File: config.mk
export PLATFORM = sky130hd
export DESIGN_NAME = spi_index_poller
export DESIGN_NICKNAME = d
export VERILOG_FILES = /design/src/rtl/spi_poll_pkg.sv /design/src/rtl/spi_poll_halfdiv.sv /design/src/rtl/spi_poll_sched.sv /design/src/rtl/spi_poll_engine.sv /design/src/rtl/spi_index_poller.sv
export SDC_FILE = /design/constraint.sdc
export NUM_CORES = 1
export LEC_CHECK = 0
export ABC_AREA = 0
export BUFFER_PORTS_ARGS = -buffer_cell sky130_fd_sc_hd__buf_2
export CELL_PAD_IN_SITES_DETAIL_PLACEMENT = 1
export CELL_PAD_IN_SITES_GLOBAL_PLACEMENT = 1
export CORE_ASPECT_RATIO = 0.5
export CORE_MARGIN = 2
export CORE_UTILIZATION = 41
export DETAILED_ROUTE_END_ITERATION = 8
export PLACE_DENSITY = 0.85
export SLEW_MARGIN = 40
export SYNTH_ARGS = -nofsm -noshare
export SYNTH_HDL_FRONTEND = slang
export SYNTH_SLANG_ARGS = --single-unit
File: constraint.sdc
create_clock -name clk -period 2 [get_ports clk]
set_input_delay 0.2 -clock clk [delete_from_list [all_inputs] [get_ports clk]]
set_output_delay 0.2 -clock clk [all_outputs]
set_load 0.01 [all_outputs]
File: src/rtl/spi_poll_pkg.sv
package spi_poll_pkg;

  typedef enum logic [2:0] {
    PH_IDLE,
    PH_LEAD,
    PH_SHIFT,
    PH_TRAIL,
    PH_GAP
  } phase_e;

  localparam int BITS_PER_BYTE = 8;
  // idle time between bytes equals one full byte (two halves per bit)
  localparam int GAP_HALVES    = 2 * BITS_PER_BYTE;

endpackage

File: src/rtl/spi_poll_halfdiv.sv
module spi_poll_halfdiv #(
  parameter int HALF_DIV = 2
) (
  input  logic clk,
  input  logic rst,
  input  logic restart,
  output logic tick
);
  localparam int CW = (HALF_DIV > 1) ? $clog2(HALF_DIV) : 1;

  logic [CW-1:0] cnt;

  always_ff @(posedge clk) begin
    if (rst || restart)   cnt <= CW'(HALF_DIV - 1);
    else if (cnt == '0)   cnt <= CW'(HALF_DIV - 1);
    else                  cnt <= cnt - 1'b1;
  end

  assign tick = (cnt == '0) && !restart;
endmodule

File: src/rtl/spi_poll_sched.sv
module spi_poll_sched #(
  parameter int SLOT_CYC = 3000,
  parameter int NUM_SLV  = 2,
  parameter int SLV_W    = 1
) (
  input  logic             clk,
  input  logic             rst,
  output logic             start,
  output logic [SLV_W-1:0] slot_slv
);
  localparam int PW = (SLOT_CYC > 1) ? $clog2(SLOT_CYC) : 1;

  logic [PW-1:0]    pcnt;
  logic [SLV_W-1:0] slv;

  always_ff @(posedge clk) begin
    if (rst) begin
      pcnt <= '0;
      slv  <= '0;
    end else begin
      if (pcnt == PW'(SLOT_CYC - 1)) pcnt <= '0;
      else                           pcnt <= pcnt + 1'b1;
      if (pcnt == '0) begin
        if (slv == SLV_W'(NUM_SLV - 1)) slv <= '0;
        else                            slv <= slv + 1'b1;
      end
    end
  end

  assign start    = (pcnt == '0);
  assign slot_slv = slv;
endmodule

File: src/rtl/spi_poll_engine.sv
module spi_poll_engine
  import spi_poll_pkg::*;
#(
  parameter int          NUM_SLV  = 2,
  parameter int          SLV_W    = 1,
  parameter logic [7:0]  LAST_IDX = 8'h26,
  parameter logic [7:0]  END_MARK = 8'hFF
) (
  input  logic               clk,
  input  logic               rst,
  input  logic               start,
  input  logic [SLV_W-1:0]   start_slv,
  input  logic               tick,
  input  logic               miso,
  output logic               restart,
  output logic               sck,
  output logic               mosi,
  output logic [NUM_SLV-1:0] csn_n,
  output logic               rx_valid,
  output logic [7:0]         rx_data,
  output logic [SLV_W-1:0]   rx_slave,
  output logic [7:0]         rx_index
);
  localparam int GW = $clog2(GAP_HALVES);

  phase_e           phase;
  logic             active;
  logic [SLV_W-1:0] act;
  logic [7:0]       cur, tx, rx;
  logic [2:0]       bcnt;
  logic [GW-1:0]    gcnt;
  logic [7:0]       nxt, rx_next;

  assign restart = (phase == PH_IDLE) && start;
  assign nxt     = (cur == LAST_IDX) ? END_MARK : cur + 8'd1;
  assign rx_next = {rx[6:0], miso};

  // one select per slave, low only for the addressed one
  for (genvar gi = 0; gi < NUM_SLV; gi++) begin : g_sel
    assign csn_n[gi] = !(active && (act == SLV_W'(gi)));
  end

  always_ff @(posedge clk) begin
    if (rst) begin
      phase    <= PH_IDLE;
      active   <= 1'b0;
      act      <= '0;
      cur      <= '0;
      tx       <= '0;
      rx       <= '0;
      bcnt     <= '0;
      gcnt     <= '0;
      sck      <= 1'b1;
      mosi     <= 1'b0;
      rx_valid <= 1'b0;
      rx_data  <= '0;
      rx_slave <= '0;
      rx_index <= '0;
    end else begin
      rx_valid <= 1'b0;
      unique case (phase)
        PH_IDLE: if (start) begin
          phase  <= PH_LEAD;
          active <= 1'b1;
          act    <= start_slv;
          cur    <= '0;
          tx     <= '0;
        end
        PH_LEAD: if (tick) begin
          sck   <= 1'b0;
          mosi  <= tx[7];
          tx    <= {tx[6:0], 1'b0};
          bcnt  <= '0;
          phase <= PH_SHIFT;
        end
        PH_SHIFT: if (tick) begin
          if (!sck) begin
            sck <= 1'b1;
            rx  <= rx_next;
            if (bcnt == 3'd7) begin
              phase    <= PH_TRAIL;
              rx_valid <= 1'b1;
              rx_data  <= rx_next;
              rx_slave <= act;
              rx_index <= cur;
            end else begin
              bcnt <= bcnt + 3'd1;
            end
          end else begin
            sck  <= 1'b0;
            mosi <= tx[7];
            tx   <= {tx[6:0], 1'b0};
          end
        end
        PH_TRAIL: if (tick) begin
          active <= 1'b0;
          gcnt   <= '0;
          phase  <= (cur == END_MARK) ? PH_IDLE : PH_GAP;
        end
        PH_GAP: if (tick) begin
          if (gcnt == GW'(GAP_HALVES - 1)) begin
            phase  <= PH_LEAD;
            active <= 1'b1;
            cur    <= nxt;
            tx     <= nxt;
          end else begin
            gcnt <= gcnt + 1'b1;
          end
        end
        default: phase <= PH_IDLE;
      endcase
    end
  end
endmodule

File: src/rtl/spi_index_poller.sv
module spi_index_poller #(
  parameter int         CLK_HZ   = 100_000_000,
  parameter int         SCK_HZ   = 40_000,
  parameter int         POLL_HZ  = 10,
  parameter int         NUM_SLV  = 2,
  parameter logic [7:0] LAST_IDX = 8'h26,
  parameter logic [7:0] END_MARK = 8'hFF,
  localparam int        SLV_W    = (NUM_SLV > 1) ? $clog2(NUM_SLV) : 1
) (
  input  logic               clk,
  input  logic               rst,
  input  logic               miso,
  output logic               sck,
  output logic               mosi,
  output logic [NUM_SLV-1:0] csn_n,
  output logic               rx_valid,
  output logic [7:0]         rx_data,
  output logic [SLV_W-1:0]   rx_slave,
  output logic [7:0]         rx_index
);
  localparam int HALF_DIV   = CLK_HZ / (2 * SCK_HZ);
  localparam int PERIOD_CYC = CLK_HZ / POLL_HZ;
  localparam int SLOT_CYC   = PERIOD_CYC / NUM_SLV;

  logic             start, tick, restart;
  logic [SLV_W-1:0] slot_slv;

  spi_poll_sched #(
    .SLOT_CYC (SLOT_CYC),
    .NUM_SLV  (NUM_SLV),
    .SLV_W    (SLV_W)
  ) u_sched (
    .clk      (clk),
    .rst      (rst),
    .start    (start),
    .slot_slv (slot_slv)
  );

  spi_poll_halfdiv #(
    .HALF_DIV (HALF_DIV)
  ) u_div (
    .clk     (clk),
    .rst     (rst),
    .restart (restart),
    .tick    (tick)
  );

  spi_poll_engine #(
    .NUM_SLV  (NUM_SLV),
    .SLV_W    (SLV_W),
    .LAST_IDX (LAST_IDX),
    .END_MARK (END_MARK)
  ) u_eng (
    .clk       (clk),
    .rst       (rst),
    .start     (start),
    .start_slv (slot_slv),
    .tick      (tick),
    .miso      (miso),
    .restart   (restart),
    .sck       (sck),
    .mosi      (mosi),
    .csn_n     (csn_n),
    .rx_valid  (rx_valid),
    .rx_data   (rx_data),
    .rx_slave  (rx_slave),
    .rx_index  (rx_index)
  );
endmodule

==> impl_results.md <==
- Worst rel slew slack: 0.690
- Distinct cell type count after synthesis: 56
- VDD IR-drop max: 0.353 mV
- Area grow syn2layout: 23.1%
- TritonCTS clock tree: yes
- Vias: 4017
- Setup slack after layout: 62.2 ps
- GPL Wtd Cong: 0.879
- Starting density of the core: 0.418
- Simple-gate share of the synthesized area: 0.273
- Tcrit/Tclk final: 0.969
- Synth Warn #: 0
- Total CTS buffers: 9
- Root buf cell: clkbuf_16
- Setup TNS: 0 ps
- Tightest Pin Transition: 465 ps
- Final worst path period need: 1940 ps
- Largest net degree at the start of global routing: 26
- Power, Total: between 4 and 5 mW
- Adder-Cell Fraction of Synth Area: 0.0265
- CORE AREA: 10100 µm²
- Global-route wire length before repair: 20300 µm
- Worst slack, placed: -55.9 ps
- Slowest stage delay, CP: ~500 ps
- Die Wd: 148 µm
- Worst Path Required: between 2000 and 2500 ps
- Worst path arrival time: 2230 ps
- RSZ-0062 raised after global routing: yes
- CTS Sinks: 90
- HP Class: in -> reg
- Post-synthesis sequential area ratio: 0.424
- Pwr dens: 796 nW/µm²
- Synth top area share: 0.424
- Compound-Gate Fraction of Synth Area: 0.171
- Final hold vios: 0
- MaxCap Viol Count: 0
- Ant diodes: 0
- Max Slew Vio Count: 0
- Asr flop ratio synth: 0
- Crit path max-delay family: simple AND/OR/NAND/NOR gates
- Largest family of logic cells by synthesized area: simple AND/OR/NAND/NOR gates
- Vias per inst: 5.58
- Synth Flop Type: dfxtp_1
- Most common cell after layout, fill and taps aside: dfxtp_1
- Std-Cell Rows: 26
- Filler cells: 1245
- Mux cell area share after synthesis: 0.00472
- Die Height: between 70 and 80 µm
- CTS Buffer Depth: 2
- Post-Syn Area: 4250 µm²
- Clock transition at path regs: 70 ps
- Final instance area: 5230 µm²
- Number of nets in the final layout: around 600
- Total grt overflow: 0
- Worst path cell trace: inv_1 -> ha_1 -> nor4b_4 -> and3_4 -> nand2_2 -> or4_4 -> a21oi_2
- Initial DRT Pass Iterations: 5
- Number of synthesized flops with an enable pin: 0
- CTS H-tree lvls: 3
- Synthesized instance count: 517
- Core Util, Final: 0.515
- Status: completed
- Max Clock Skew: about 7 ps
- Vias in the first global route: 3989
- Setup violations, final: 0
- Leak Pwr: between 1.5 and 2 nW
- Synth area leader: dfxtp_1
- Initial antenna violation count: 0
- Startpoint types: register
- Fmax: around 520 MHz
- WP buf/inv: 1
- Worst-skew pair later-pin latency: 350 ps
- Critical path class: reg -> reg
- Largest cells by area after synthesis: dfxtp_1, a21oi_1, nand2_1, nand3_1, nor2_1
- XOR/XNOR share of the synthesized area: 0.0619
- Post-synthesis register bit count: 90
- Post-DP HPWL: around 8400 µm
- I/O pin cnt: 25
- Slowest cell on the critical path: or4_4
- Wirelength per Cell: 17.0 µm
- Starting DRT DRC Count: around 240
- Global Route Usage Sum: 0.223
- Routed Wire Length: around 12000 µm
- Layout cells sized above 1: 0.214
- Commonest non-fill, non-tap cells in the layout: dfxtp_1, nand2_1, a21oi_1
- Port Buffer Count: 24
- Die footprint: 11200 µm²
- Placed Area: around 4800 µm²
- Reg2Reg Setup Slack: 60 ps
- DRC violations left: 0
- Number of routed nets with antenna violations: 0
- CP Capture Type: register
- Syn_nets: 529
- Mean post-synth cell area: 8.21 µm²
- Crit path max fanout: 7
-- power by group --
| group | internal [mW] | switching, mW |
|---|---|---|
| Clock | 0.971 | 0.747 |
| Combinational | 0.214 | 0.305 |
| Sequential | 1.86 | 0.0609 |
-- worst reg2reg max path, stage by stage, from the launching register on --
cell	delay [ps]
dfxtp_1	330
inv_1	90
ha_1	160
nor4b_4	290
and3_4	300
nand2_2	90
or4_4	490
a21oi_2	130
-- per-stage QoR --
stage | cells | hold slack, ps
6_report | 720 | 118
5_1_grt | 720 | 121
4_1_cts | 718 | 101
3_5_place_dp | 701 | 415
3_3_place_gp | 701 | 390
2_1_floorplan | 517 | 340
-- final cells by class --
class | count | area, µm² | share of cell area
repair buffers | 72 | 493 | 0.0943
well taps | 140 | 175 | 0.0335
multi-input cells | 386 | 2400 | 0.459
clock inverters | 6 | 66.3 | 0.0127
flip-flops and latches | 90 | 1800 | 0.345
clock buffers | 10 | 229 | 0.0438
inverters | 16 | 60.1 | 0.0115
-- path summary, 6_finish.rpt --
kind / start / endpoint / cells past startpoint
worst max-delay path: u_div.cnt[0] / u_eng.gcnt[3] / 7
worst min register to register: u_div.cnt[0] / u_div.cnt[0] / 1
worst min-delay path: miso / u_eng.rx_data[0] / 3
worst max register to register: u_div.cnt[0] / u_eng.gcnt[3] / 7
-- cells in the mapped netlist (all sizes together), types with 2 or more instances --
library cell,number
a211oi,15
a21oi,61
a311o,2
a31oi,3
and3,6
and4,5
buf,6
clkbuf,19
dfxtp,90
ha,9
inv,16
mux2i,2
nand2,61
nand2b,3
nand3,42
nand3b,2
nand4,13
nor2,52
nor3,13
nor3b,2
nor4,6
nor4b,3
o21ai,20
o221a,2
o221ai,2
o22ai,2
o31ai,3
or3,7
or3b,2
or4,4
xnor2,16
xor2,14
-- state kept, by name, indices dropped and copies added (netlist names) --
signal	cells
u_sched.pcnt	23
u_div.cnt	11
u_eng.cur	8
u_eng.rx_data	8
u_eng.rx_index	8
u_eng.tx	8
u_eng.rx	7
u_eng.gcnt	4
u_eng.bcnt	3
u_eng.phase	3
u_eng.act	1
u_eng.active	1
u_eng.mosi	1
u_eng.rx_slave	1
u_eng.rx_valid	1
u_eng.sck	1
u_sched.slot_slv	1
-- repair_timing --
item	in CTS	in global routing
cloned	0	0
pin swaps	2	3
resized for setup	3	26
setup buffers	1	2
hold buffers	0	0
endpoints found under the setup margin	14	38
-- routing by layer --
layer  vias up  part of all wire  track usage
met5         -                 0            0
met4         0             0.012       0.0648
met3        12             0.036       0.0446
met2        80              0.48        0.370
met1      1963              0.47        0.296
li1       1962                 -            -
-- cells by family (layout without fill, tap and decap cells) --
| family | Yosys count | in the layout |
|---|---|---|
| adders and majority gates | 9 | 9 |
| muxes | 2 | 2 |
| xor gates and xnor gates | 30 | 30 |
| DFF | 90 | 90 |
| AOI/OAI and AO/OA | 119 | 119 |
| buffers and inverters | 41 | 104 |
| and+or+nand+nor | 226 | 226 |
No activity file was read; power rests on OpenSTA's default activity.
